==> config.mk <==
export PLATFORM = sky130hd
export DESIGN_NAME = flash_cmd_ctrl
export DESIGN_NICKNAME = d
export VERILOG_FILES = /design/src/rtl/fcc_pkg.sv /design/src/rtl/fcc_cmd_decode.sv /design/src/rtl/fcc_array.sv /design/src/rtl/fcc_algo.sv /design/src/rtl/fcc_status.sv /design/src/rtl/flash_cmd_ctrl.sv
export SDC_FILE = /design/constraint.sdc
export NUM_CORES = 1
export LEC_CHECK = 0
export CAP_MARGIN = 20
export CORE_ASPECT_RATIO = 1.25
export CORE_UTILIZATION = 45
export CTS_CLUSTER_SIZE = 14
export DETAILED_ROUTE_END_ITERATION = 8
export PLACE_DENSITY = 0.58
export SYNTH_ARGS = -nofsm -noshare
export SYNTH_HDL_FRONTEND = slang
export SYNTH_SLANG_ARGS = --single-unit
==> constraint.sdc <==
create_clock -name clk -period 7.4 [get_ports clk]
set_input_delay 0.74 -clock clk [delete_from_list [all_inputs] [get_ports clk]]
set_output_delay 0.74 -clock clk [all_outputs]
set_load 0.01 [all_outputs]
==> src/rtl/fcc_pkg.sv <==
package fcc_pkg;

    localparam int FCC_DW  = 8;
    localparam int UNLK_AW = 11;

    localparam logic [UNLK_AW-1:0] ADR_A = 11'h555;
    localparam logic [UNLK_AW-1:0] ADR_B = 11'h2AA;

    localparam logic [FCC_DW-1:0] K_AA   = 8'hAA;
    localparam logic [FCC_DW-1:0] K_55   = 8'h55;
    localparam logic [FCC_DW-1:0] K_PRG  = 8'hA0;
    localparam logic [FCC_DW-1:0] K_ERS  = 8'h80;
    localparam logic [FCC_DW-1:0] K_CONF = 8'h30;
    localparam logic [FCC_DW-1:0] K_SUSP = 8'hB0;
    localparam logic [FCC_DW-1:0] K_RST  = 8'hF0;

    typedef enum logic [2:0] {
        CMD_NONE, CMD_PROG, CMD_ERASE, CMD_SUSP, CMD_RESUME, CMD_RESET
    } cmd_e;

    typedef enum logic [2:0] {
        D_IDLE, D_U1, D_U2, D_PDATA, D_E80, D_EU1, D_EU2
    } dec_e;

    typedef enum logic [2:0] {
        E_IDLE, E_PROG, E_PRE, E_ERASE, E_FILL, E_SUSP, E_ERR
    } eng_e;

    typedef struct packed {
        logic busy;
        logic err;
        logic poll;
    } stat_t;

    function automatic logic first_unlock(logic [UNLK_AW-1:0] a, logic [FCC_DW-1:0] d);
        return (a == ADR_A) && (d == K_AA);
    endfunction

    function automatic logic second_unlock(logic [UNLK_AW-1:0] a, logic [FCC_DW-1:0] d);
        return (a == ADR_B) && (d == K_55);
    endfunction

    function automatic logic eng_busy(eng_e s);
        return (s == E_PROG) || (s == E_PRE) || (s == E_ERASE) ||
               (s == E_FILL) || (s == E_ERR);
    endfunction

endpackage

==> src/rtl/fcc_cmd_decode.sv <==
module fcc_cmd_decode
    import fcc_pkg::*;
(
    input  logic                 clk,
    input  logic                 rst,
    input  logic                 wr_evt,
    input  logic [UNLK_AW-1:0]   wa,
    input  logic [FCC_DW-1:0]    wd,
    output cmd_e                 cmd_kind
);

    dec_e st, st_nx;

    always_comb begin
        st_nx    = st;
        cmd_kind = CMD_NONE;
        if (wr_evt) begin
            case (st)
                D_IDLE: begin
                    if (first_unlock(wa, wd))  st_nx = D_U1;
                    else if (wd == K_RST)      cmd_kind = CMD_RESET;
                    else if (wd == K_SUSP)     cmd_kind = CMD_SUSP;
                    else if (wd == K_CONF)     cmd_kind = CMD_RESUME;
                end
                D_U1:  st_nx = second_unlock(wa, wd) ? D_U2 : D_IDLE;
                D_U2: begin
                    if (wa == ADR_A && wd == K_PRG)      st_nx = D_PDATA;
                    else if (wa == ADR_A && wd == K_ERS) st_nx = D_E80;
                    else                                 st_nx = D_IDLE;
                end
                D_PDATA: begin
                    cmd_kind = CMD_PROG;
                    st_nx    = D_IDLE;
                end
                D_E80: st_nx = first_unlock(wa, wd) ? D_EU1 : D_IDLE;
                D_EU1: st_nx = second_unlock(wa, wd) ? D_EU2 : D_IDLE;
                D_EU2: begin
                    if (wd == K_CONF) cmd_kind = CMD_ERASE;
                    st_nx = D_IDLE;
                end
                default: st_nx = D_IDLE;
            endcase
        end
    end

    always_ff @(posedge clk) begin
        if (rst) st <= D_IDLE;
        else     st <= st_nx;
    end

endmodule

==> src/rtl/fcc_array.sv <==
module fcc_array
    import fcc_pkg::*;
#(
    parameter int ARR_W = 6
) (
    input  logic              clk,
    input  logic              rst,
    input  logic [ARR_W-1:0]  ra_host,
    output logic [FCC_DW-1:0] rd_host,
    input  logic [ARR_W-1:0]  ra_eng,
    output logic [FCC_DW-1:0] rd_eng,
    input  logic              we,
    input  logic [ARR_W-1:0]  wa,
    input  logic [FCC_DW-1:0] wd
);

    localparam int WORDS = 1 << ARR_W;

    logic [FCC_DW-1:0] cells [WORDS];

    assign rd_host = cells[ra_host];
    assign rd_eng  = cells[ra_eng];

    always_ff @(posedge clk) begin
        if (rst) begin
            for (int i = 0; i < WORDS; i++) cells[i] <= '1;
        end else if (we) begin
            cells[wa] <= wd;
        end
    end

endmodule

==> src/rtl/fcc_algo.sv <==
module fcc_algo
    import fcc_pkg::*;
#(
    parameter int ARR_W       = 6,
    parameter int SEC_W       = 2,
    parameter int PROG_PULSE  = 8,
    parameter int ERASE_PULSE = 64,
    parameter int MAX_RETRY   = 4
) (
    input  logic                   clk,
    input  logic                   rst,
    input  cmd_e                   cmd_kind,
    input  logic [ARR_W-1:0]       cmd_addr,
    input  logic [FCC_DW-1:0]      cmd_data,
    input  logic [(1<<SEC_W)-1:0]  wp_sec,
    input  logic [FCC_DW-1:0]      rd_word,
    output eng_e                   st,
    output stat_t                  stat,
    output logic [ARR_W-1:0]       eng_raddr,
    output logic                   wr_en,
    output logic [ARR_W-1:0]       wr_addr,
    output logic [FCC_DW-1:0]      wr_data
);

    localparam int IDX_W    = ARR_W - SEC_W;
    localparam int LAST_IDX = (1 << IDX_W) - 1;
    localparam int CNT_MAX  = (PROG_PULSE > ERASE_PULSE) ? PROG_PULSE : ERASE_PULSE;
    localparam int CNT_W    = $clog2(CNT_MAX + 1);
    localparam int RTY_W    = $clog2(MAX_RETRY + 1);

    logic [ARR_W-1:0]  p_addr;
    logic [FCC_DW-1:0] p_data;
    logic [CNT_W-1:0]  cnt;
    logic [RTY_W-1:0]  retry;
    logic              from_susp;
    logic [SEC_W-1:0]  e_sec;
    logic [IDX_W-1:0]  e_idx;
    eng_e              res_st;

    logic [SEC_W-1:0]  c_sec;
    logic              c_open;
    logic              prog_end, erase_end, idx_last, verify_ok;
    logic [ARR_W-1:0]  erase_addr;

    assign c_sec      = cmd_addr[ARR_W-1 -: SEC_W];
    assign c_open     = !wp_sec[c_sec];
    assign prog_end   = (cnt == CNT_W'(PROG_PULSE - 1));
    assign erase_end  = (cnt == CNT_W'(ERASE_PULSE - 1));
    assign idx_last   = (e_idx == IDX_W'(LAST_IDX));
    assign verify_ok  = ((rd_word & p_data) == p_data);
    assign erase_addr = {e_sec, e_idx};

    assign stat.busy = eng_busy(st);
    assign stat.err  = (st == E_ERR);
    assign stat.poll = ((st == E_PROG) || (st == E_ERR)) ? ~p_data[FCC_DW-1] : 1'b0;

    always_comb begin
        eng_raddr = (st == E_PROG) ? p_addr : erase_addr;
        wr_en     = 1'b0;
        wr_addr   = erase_addr;
        wr_data   = '0;
        case (st)
            E_PROG: if (prog_end) begin
                wr_en   = 1'b1;
                wr_addr = p_addr;
                wr_data = rd_word & p_data;
            end
            E_PRE: if (prog_end && rd_word != '0) begin
                wr_en   = 1'b1;
                wr_data = '0;
            end
            E_FILL: begin
                wr_en   = 1'b1;
                wr_data = '1;
            end
            default: ;
        endcase
    end

    always_ff @(posedge clk) begin
        if (rst) begin
            st        <= E_IDLE;
            p_addr    <= '0;
            p_data    <= '0;
            cnt       <= '0;
            retry     <= '0;
            from_susp <= 1'b0;
            e_sec     <= '0;
            e_idx     <= '0;
            res_st    <= E_PRE;
        end else begin
            case (st)
                E_IDLE: begin
                    if (cmd_kind == CMD_PROG && c_open) begin
                        p_addr    <= cmd_addr;
                        p_data    <= cmd_data;
                        cnt       <= '0;
                        retry     <= '0;
                        from_susp <= 1'b0;
                        st        <= E_PROG;
                    end else if (cmd_kind == CMD_ERASE && c_open) begin
                        e_sec <= c_sec;
                        e_idx <= '0;
                        cnt   <= '0;
                        st    <= E_PRE;
                    end
                end
                E_PROG: begin
                    if (prog_end) begin
                        cnt <= '0;
                        if (verify_ok)
                            st <= from_susp ? E_SUSP : E_IDLE;
                        else if (retry == RTY_W'(MAX_RETRY - 1))
                            st <= E_ERR;
                        else
                            retry <= retry + 1'b1;
                    end else begin
                        cnt <= cnt + 1'b1;
                    end
                end
                E_PRE: begin
                    if (cmd_kind == CMD_SUSP) begin
                        res_st <= E_PRE;
                        st     <= E_SUSP;
                    end else if (rd_word == '0 || prog_end) begin
                        cnt <= '0;
                        if (idx_last) st <= E_ERASE;
                        else          e_idx <= e_idx + 1'b1;
                    end else begin
                        cnt <= cnt + 1'b1;
                    end
                end
                E_ERASE: begin
                    if (cmd_kind == CMD_SUSP) begin
                        res_st <= E_ERASE;
                        st     <= E_SUSP;
                    end else if (erase_end) begin
                        cnt   <= '0;
                        e_idx <= '0;
                        st    <= E_FILL;
                    end else begin
                        cnt <= cnt + 1'b1;
                    end
                end
                E_FILL: begin
                    if (cmd_kind == CMD_SUSP) begin
                        res_st <= E_FILL;
                        st     <= E_SUSP;
                    end else if (idx_last) begin
                        st <= E_IDLE;
                    end else begin
                        e_idx <= e_idx + 1'b1;
                    end
                end
                E_SUSP: begin
                    if (cmd_kind == CMD_RESUME) begin
                        st <= res_st;
                    end else if (cmd_kind == CMD_PROG && c_open && c_sec != e_sec) begin
                        p_addr    <= cmd_addr;
                        p_data    <= cmd_data;
                        cnt       <= '0;
                        retry     <= '0;
                        from_susp <= 1'b1;
                        st        <= E_PROG;
                    end
                end
                E_ERR: begin
                    if (cmd_kind == CMD_RESET) st <= E_IDLE;
                end
                default: st <= E_IDLE;
            endcase
        end
    end

endmodule

==> src/rtl/fcc_status.sv <==
module fcc_status
    import fcc_pkg::*;
(
    input  logic              clk,
    input  logic              rst,
    input  logic              rd_evt,
    input  logic              rd_en,
    input  stat_t             stat,
    input  logic [FCC_DW-1:0] arr_data,
    output logic [FCC_DW-1:0] dout,
    output logic              tog_q
);

    always_ff @(posedge clk) begin
        if (rst)                     tog_q <= 1'b0;
        else if (rd_evt && stat.busy) tog_q <= ~tog_q;
    end

    always_comb begin
        if (!rd_en)         dout = '0;
        else if (stat.busy) dout = {stat.poll, tog_q, stat.err, 5'b0};
        else                dout = arr_data;
    end

endmodule

==> src/rtl/flash_cmd_ctrl.sv <==
module flash_cmd_ctrl
    import fcc_pkg::*;
#(
    parameter int ADDR_W      = 11,
    parameter int ARR_W       = 6,
    parameter int SEC_W       = 2,
    parameter int PROG_PULSE  = 8,
    parameter int ERASE_PULSE = 64,
    parameter int MAX_RETRY   = 4
) (
    input  logic                   clk,
    input  logic                   rst,
    input  logic                   ce_n,
    input  logic                   we_n,
    input  logic                   oe_n,
    input  logic [ADDR_W-1:0]      addr,
    input  logic [FCC_DW-1:0]      din,
    input  logic                   vlow,
    input  logic [(1<<SEC_W)-1:0]  wp_sec,
    output logic [FCC_DW-1:0]      dout,
    output logic                   ry_by
);

    logic              we_q, oe_q;
    logic              wr_evt, rd_evt, rd_en;
    cmd_e              cmd_kind;
    eng_e              eng_st;
    stat_t             stat;
    logic [ARR_W-1:0]  eng_raddr, arr_wa;
    logic              arr_we;
    logic [FCC_DW-1:0] arr_wd, rd_host, rd_eng;
    logic              tog;

    always_ff @(posedge clk) begin
        if (rst) begin
            we_q <= 1'b1;
            oe_q <= 1'b1;
        end else begin
            we_q <= we_n;
            oe_q <= oe_n;
        end
    end

    assign wr_evt = !ce_n && we_n && !we_q && !vlow;
    assign rd_evt = !ce_n && !oe_n && oe_q;
    assign rd_en  = !ce_n && !oe_n;
    assign ry_by  = !stat.busy;

    fcc_cmd_decode u_dec (
        .clk      (clk),
        .rst      (rst),
        .wr_evt   (wr_evt),
        .wa       (addr[UNLK_AW-1:0]),
        .wd       (din),
        .cmd_kind (cmd_kind)
    );

    fcc_algo #(
        .ARR_W       (ARR_W),
        .SEC_W       (SEC_W),
        .PROG_PULSE  (PROG_PULSE),
        .ERASE_PULSE (ERASE_PULSE),
        .MAX_RETRY   (MAX_RETRY)
    ) u_algo (
        .clk       (clk),
        .rst       (rst),
        .cmd_kind  (cmd_kind),
        .cmd_addr  (addr[ARR_W-1:0]),
        .cmd_data  (din),
        .wp_sec    (wp_sec),
        .rd_word   (rd_eng),
        .st        (eng_st),
        .stat      (stat),
        .eng_raddr (eng_raddr),
        .wr_en     (arr_we),
        .wr_addr   (arr_wa),
        .wr_data   (arr_wd)
    );

    fcc_array #(.ARR_W(ARR_W)) u_arr (
        .clk     (clk),
        .rst     (rst),
        .ra_host (addr[ARR_W-1:0]),
        .rd_host (rd_host),
        .ra_eng  (eng_raddr),
        .rd_eng  (rd_eng),
        .we      (arr_we),
        .wa      (arr_wa),
        .wd      (arr_wd)
    );

    fcc_status u_stat (
        .clk      (clk),
        .rst      (rst),
        .rd_evt   (rd_evt),
        .rd_en    (rd_en),
        .stat     (stat),
        .arr_data (rd_host),
        .dout     (dout),
        .tog_q    (tog)
    );

endmodule

### Word level (Yosys, flattened, before mapping)

Memory sizes are Yosys's and may differ from the RTL's.
Cells that the tools add are included.

| cells by class | value |
|---|---|
| bitwise logic cells | 4 |
| muxes and demuxes | 94 |
| equality and inequality tests | 57 |
| add/sub/neg operators | 3 |
| reduce and logical (&&, ||, !) cells | 44 |
| magnitude comparators | 1 |

Operators by type and width:

| cell | number |
|---|---|
| $mux 3 | 35 |
| $mux 7 | 9 |
| $mux 8 | 7 |
| $mux 6 | 7 |
| $eq 8x8->1 const B | 5 |
| $pmux 7 s5 | 1 |
| $mux 4 | 8 |
| $pmux 8 s2 | 2 |
| $pmux 3 s3 | 3 |
| $eq 3x3->1 const B | 8 |
| $ne 2x2->1 const B | 12 |
| $eq 3x2->1 const B | 7 |
| $pmux 3 s7 | 1 |
| $pmux 4 s4 | 1 |
| $pmux 3 s5 | 1 |
| $logic_and 1x1->1 | 14 |
| $mux 1 | 13 |
| $ne 2x1->1 const B | 6 |
| $ne 3x2->1 const B | 4 |
| $pmux 6 s2 | 1 |
| $eq 11x10->1 const B | 1 |
| $eq 11x11->1 const B | 1 |
| $eq 3x1->1 const B | 3 |
| $reduce_and 9->1 | 1 |
| 35 further kinds | 52 |

| word-level totals | value |
|---|---|
| output and inout bits | 9 |
| flip-flop bits (word level) | 43 |
| memories kept | 1 |
| input port bits | 29 |
| word-level logic and storage cells | 217 |
| bits in writable memories | 512 |

Memory list:

| name | depth | width | rd ports | clocked after Yosys merged registers in | wr ports | RTL line | RTL |
|---|---|---|---|---|---|---|---|
| u_arr.cells | 64 | 8 | 2 | 0 | 64 | fcc_array.sv:19 | `logic [FCC_DW-1:0] cells [WORDS];` |

### Depth between registers and ports, before layout

| depth | value |
|---|---|
| depth in word-level cells | 13 |
| mapped depth | 18 |
| mapped depth without buffers | 11 |

### By module

A second synthesis with hierarchy kept.

| unflattened totals | value |
|---|---|
| cell total of the unflattened synthesis | 2,298 |
| area total of the unflattened synthesis | 31,297.5 um^2 |

By module, submodules not included:

| module | times used | cells each | area an instance (um^2) | seq. area each (um^2) |
|---|---|---|---|---|
| fcc_array | 1 | 1,886 | 28,064.4 | 15,374.7 |
| fcc_algo | 1 | 322 | 2,531.2 | 740.7 |
| fcc_cmd_decode | 1 | 65 | 467.9 | 60.1 |
| fcc_status | 1 | 17 | 151.4 | 20.0 |
| flash_cmd_ctrl | 1 | 8 | 82.6 | 40.0 |

### Worst setup path before layout

Ideal clock, no wire load.

| path | value |
|---|---|
| path type | input-to-output |
| start point | input addr[1] |
| end point | output dout[7] |
| buffers on the path | 3 |
| required time | 6,660 ps |
| setup slack | 3,073 ps |
| cell stages on the path | 8 |
| arrival time | 3,587 ps |
| cells stage by stage | clkbuf_1 clkbuf_1 buf_1 mux4_2 mux4_2 mux4_2 a21oi_1 nor3_1 |

| on the way | value |
|---|---|
| longest elaborated chain between the ends | 3 |

Ends and longest elaborated chain:

| element | RTL line | RTL |
|---|---|---|
| start, declared | flash_cmd_ctrl.sv:16 | `input logic [ADDR_W-1:0] addr,` |
| $mem_v2 64x8 | -- |  |
| $mux 8 | fcc_status.sv:21 | `else if (stat.busy) dout = {stat.poll, tog_q, stat.err, 5'b0};` |
| $mux 8 | fcc_status.sv:20 | `if (!rd_en) dout = '0;` |
| end, declared | flash_cmd_ctrl.sv:20 | `output logic [FCC_DW-1:0] dout,` |

No other way between the ends.

==> flow_metrics.tcl <==
set metrics [dict create \
    grt_max_degree 150 \
    syn_area_per_cell_um2 11.8 \
    path_cells "nor3b_4 -> buf_12 -> o21ai_4 -> buf_4 -> a2111oi_0 -> a311oi_1 -> nor4_1 -> a221oi_1 -> nand4b_2 -> a31o_4 -> buf_12 -> buf_4 -> nand3_1" \
    yosys_warnings 0 \
    grt_pass1_wl_um 235000 \
    final_antenna_net_count 0 \
    yosys_register_bits 555 \
    cts_resized 0 \
    critical_path_required_ns 7.76 \
    setup_viol 0 \
    arrival_ns 7.28 \
    syn_inst 2996 \
    cts_buffers 59 \
    cts_setup_buffers 0 \
    place_inst 3896 \
    switching_share_pct 29.7 \
    period_needed_ns 6.92 \
    yosys-top-cells-area "edfxtp_1 (44%), mux4_2 (17%), nand3_1 (7.6%)" \
    postSynth.asyncResetShare_pct 0 \
    design_area_um2 38500 \
    place_congestion 1.01 \
    multi_input_area_um2 17300 \
    p_clk_share_pct 38.0 \
    peakVddDrop_uv 185 \
    yosysSeqAreaShare_pct 46.0 \
    drv_cap 0 \
    h-tree-depth 2 \
    hp-class "reg2reg" \
    synth.distinct_cells 99 \
    synth_nets 3029 \
    ys_top_cells_by_count "nand3_1 (538), edfxtp_1 (512), mux4_2 (259), nand2_1 (213), mux2i_1 (202)" \
    yosys_most_used_dff "edfxtp_1" \
    fin_tns_setup_ns 0 \
    io_pins 38 \
    p_per_area_nw_per_um2 208 \
    die_y_um 315 \
    timing.final.crit_share_pct 93.5 \
    p_leak_uw 0.0106 \
    place_area_um2 36500 \
    synth.top_cell.area_share_pct 43.5 \
    criticalPathCategory "reg2reg" \
    num-fill-cells 6868 \
    cts_root_buf "clkbuf_16" \
    yosysTopAreaCell "edfxtp_1" \
    end_kind "register" \
    power_frac_seq_pct 44.1 \
    status "complete, no violations" \
    regArea_um2 16300 \
    drcViolationCount 0 \
    synth_edf_count 512 \
    max_freq_ghz 0.145 \
    path_clk_slew_ns 0.07 \
    cpMaxStageDelayCell "dfxtp_1" \
    critPathLaunchType "register" \
    drv_slew 0 \
    fin_skew_ns 0.0179 \
    die_area_um2 79600 \
    ctsHoldBuffers 0 \
    areaGrowthSynthToFinish_pct 8.91 \
    yosysMostFrequentCell "nand3_1" \
    drt_iter0_markers 4674 \
    insertion_delay_ns 0.66 \
    dr.pass1.iters 8 \
    critPathMaxStageDelay_ns 0.83 \
    hold_violations 0 \
    critPathMaxFanout 110 \
    vias 29800 \
    final_cells 4004 \
    core-area_um2 77500 \
    clock_sinks 555 \
    cts.path.max_buffers 3 \
    cts_tree "built" \
    tightest_slew_ns 1.31 \
    rsz0062_at_grt "false" \
    synth_area_um2 35300 \
    grt_use_total_pct 43.6 \
    routedWlPerCell_um 43.5 \
    via_per_inst 7.45 \
    maxSlewHeadroom_pct 12.2 \
    antenna_found_initial 6 \
    hold_slack_ns 0.487 \
    p_sw_uw 2380 \
    p_comb_share_pct 17.8 \
    gr-total-overflow 0 \
    initial_core_util_pct 45.6 \
    grt_pass1_vias 28400 \
    p_int_uw 5620 \
    die_w_um 253 \
    dp_hpwl_um 126000 \
    finalWirelength_um 174000 \
    fp-row-count 114 \
    finalNetCount 2946 \
    io_buffers 37 \
    drive_above_1_share_pct 20.2 \
]
==> cell families (layout without fill, tap and decap cells) <==
kind of cell | count (synthesis) | in the layout | synth area share, %
XOR/XNOR | 9 | 9 | 0.223
multiplexers | 492 | 492 | 23.3
AND/OR/NAND/NOR | 1130 | 1130 | 16.1
buffers and inverters | 355 | 318 | 5.43
adder cells (fa/ha/maj) | 4 | 4 | 0.142
AO/OA/AOI/OAI | 451 | 451 | 8.88
flip-flops | 555 | 555 | 46.0
other | 0 | 1 | 0
==> registers in the layout, indices dropped and copies added, names as in the netlist <==
name	cells
u_algo.p_data	8
u_algo.st	3
u_algo.e_sec	2
u_dec.st	3
u_algo.p_addr	6
u_algo.retry	3
u_arr.cells	512
u_algo.cnt	7
u_stat.tog_q	1
oe_q	1
we_q	1
u_algo.e_idx	4
u_algo.from_susp	1
u_algo.res_st	3
==> metal layers <==
| metal | global-route usage [%] | wire length, um |
|---|---|---|
| met2 | 70.8 | 81900 |
| met4 | 36.4 | 18000 |
| met5 | 0 | 24 |
| met1 | 50.7 | 57100 |
| met3 | 7.17 | 17000 |
==> placed cells by master, fill, tap and decap left out, types with 15 or more instances in the layout <==
cell	Yosys	layout
buf_4	6	133
edfxtp_1	512	512
and2_1	43	43
a31oi_1	20	19
nor2_1	135	128
nand2_1	213	213
inv_1	26	26
nor3_1	37	37
mux4_2	259	259
and3_1	23	15
o21ai_0	46	46
a221oi_1	19	19
a22oi_1	29	29
nand3_1	538	538
nor4_1	19	18
clkdlybuf4s50_1	0	32
dfxtp_1	43	39
mux2i_1	202	202
clkbuf_16	0	60
o22ai_1	24	24
nor2b_1	22	22
mux2_2	29	29
o21ai_1	46	44
a21o_1	32	32
a21oi_1	90	89
a211oi_1	29	29
==> worst paths after layout <==
path / from / endpoint / slack [ns] / depth (start not counted)
min reg2reg: u_algo.res_st[2] / u_algo.res_st[2] / 0.49 / 2
max reg2reg: u_algo.st[1] / u_arr.cells[45][4] / 0.48 / 13
max: u_algo.st[1] / u_arr.cells[45][4] / 0.48 / 13
min: u_algo.res_st[2] / u_algo.res_st[2] / 0.49 / 2
==> through the flow <==
stage / setup WS [ns] / utilization (%) / total power, uW
after floorplan: 3.07 / - / 4380
after detailed placement: 0.901 / 47.2 / 4970
after global routing: 0.507 / 49.7 / 8130
final: 0.481 / 49.7 / 8000
after global placement: 1.13 / 47.2 / 4950
after CTS: 0.882 / 49.7 / 7950
==> cell type report <==
| class | count | area share, % |
|---|---|---|
| timing repair buffer | 184 | 4.22 |
| clock buffer | 71 | 4.01 |
| clock inverter | 36 | 0.963 |
| antenna | 1 | 0.00651 |
| multi-input combinational | 2086 | 44.9 |
| tap | 1044 | 3.40 |
| inverter | 27 | 0.263 |
| sequential | 555 | 42.2 |
==> power groups by stage <==
stage	clock network (uW)	registers, uW	logic [uW]
floorplan	0	3550	831
global placement	0	3590	1360
detailed placement	0	3600	1380
CTS	3040	3530	1380
global route	3140	3530	1450
finish	3040	3530	1430
==> critical path: cells and delay by family, from the launching register on <==
family                 cells  cell delay, ns
AOI/OAI and AO/OA          5            2.56
DFF                        1            0.83
and+or+nand+nor            4            1.00
buffers and inverters      4            1.96
Note: power is estimated with default switching activity, not from simulation.
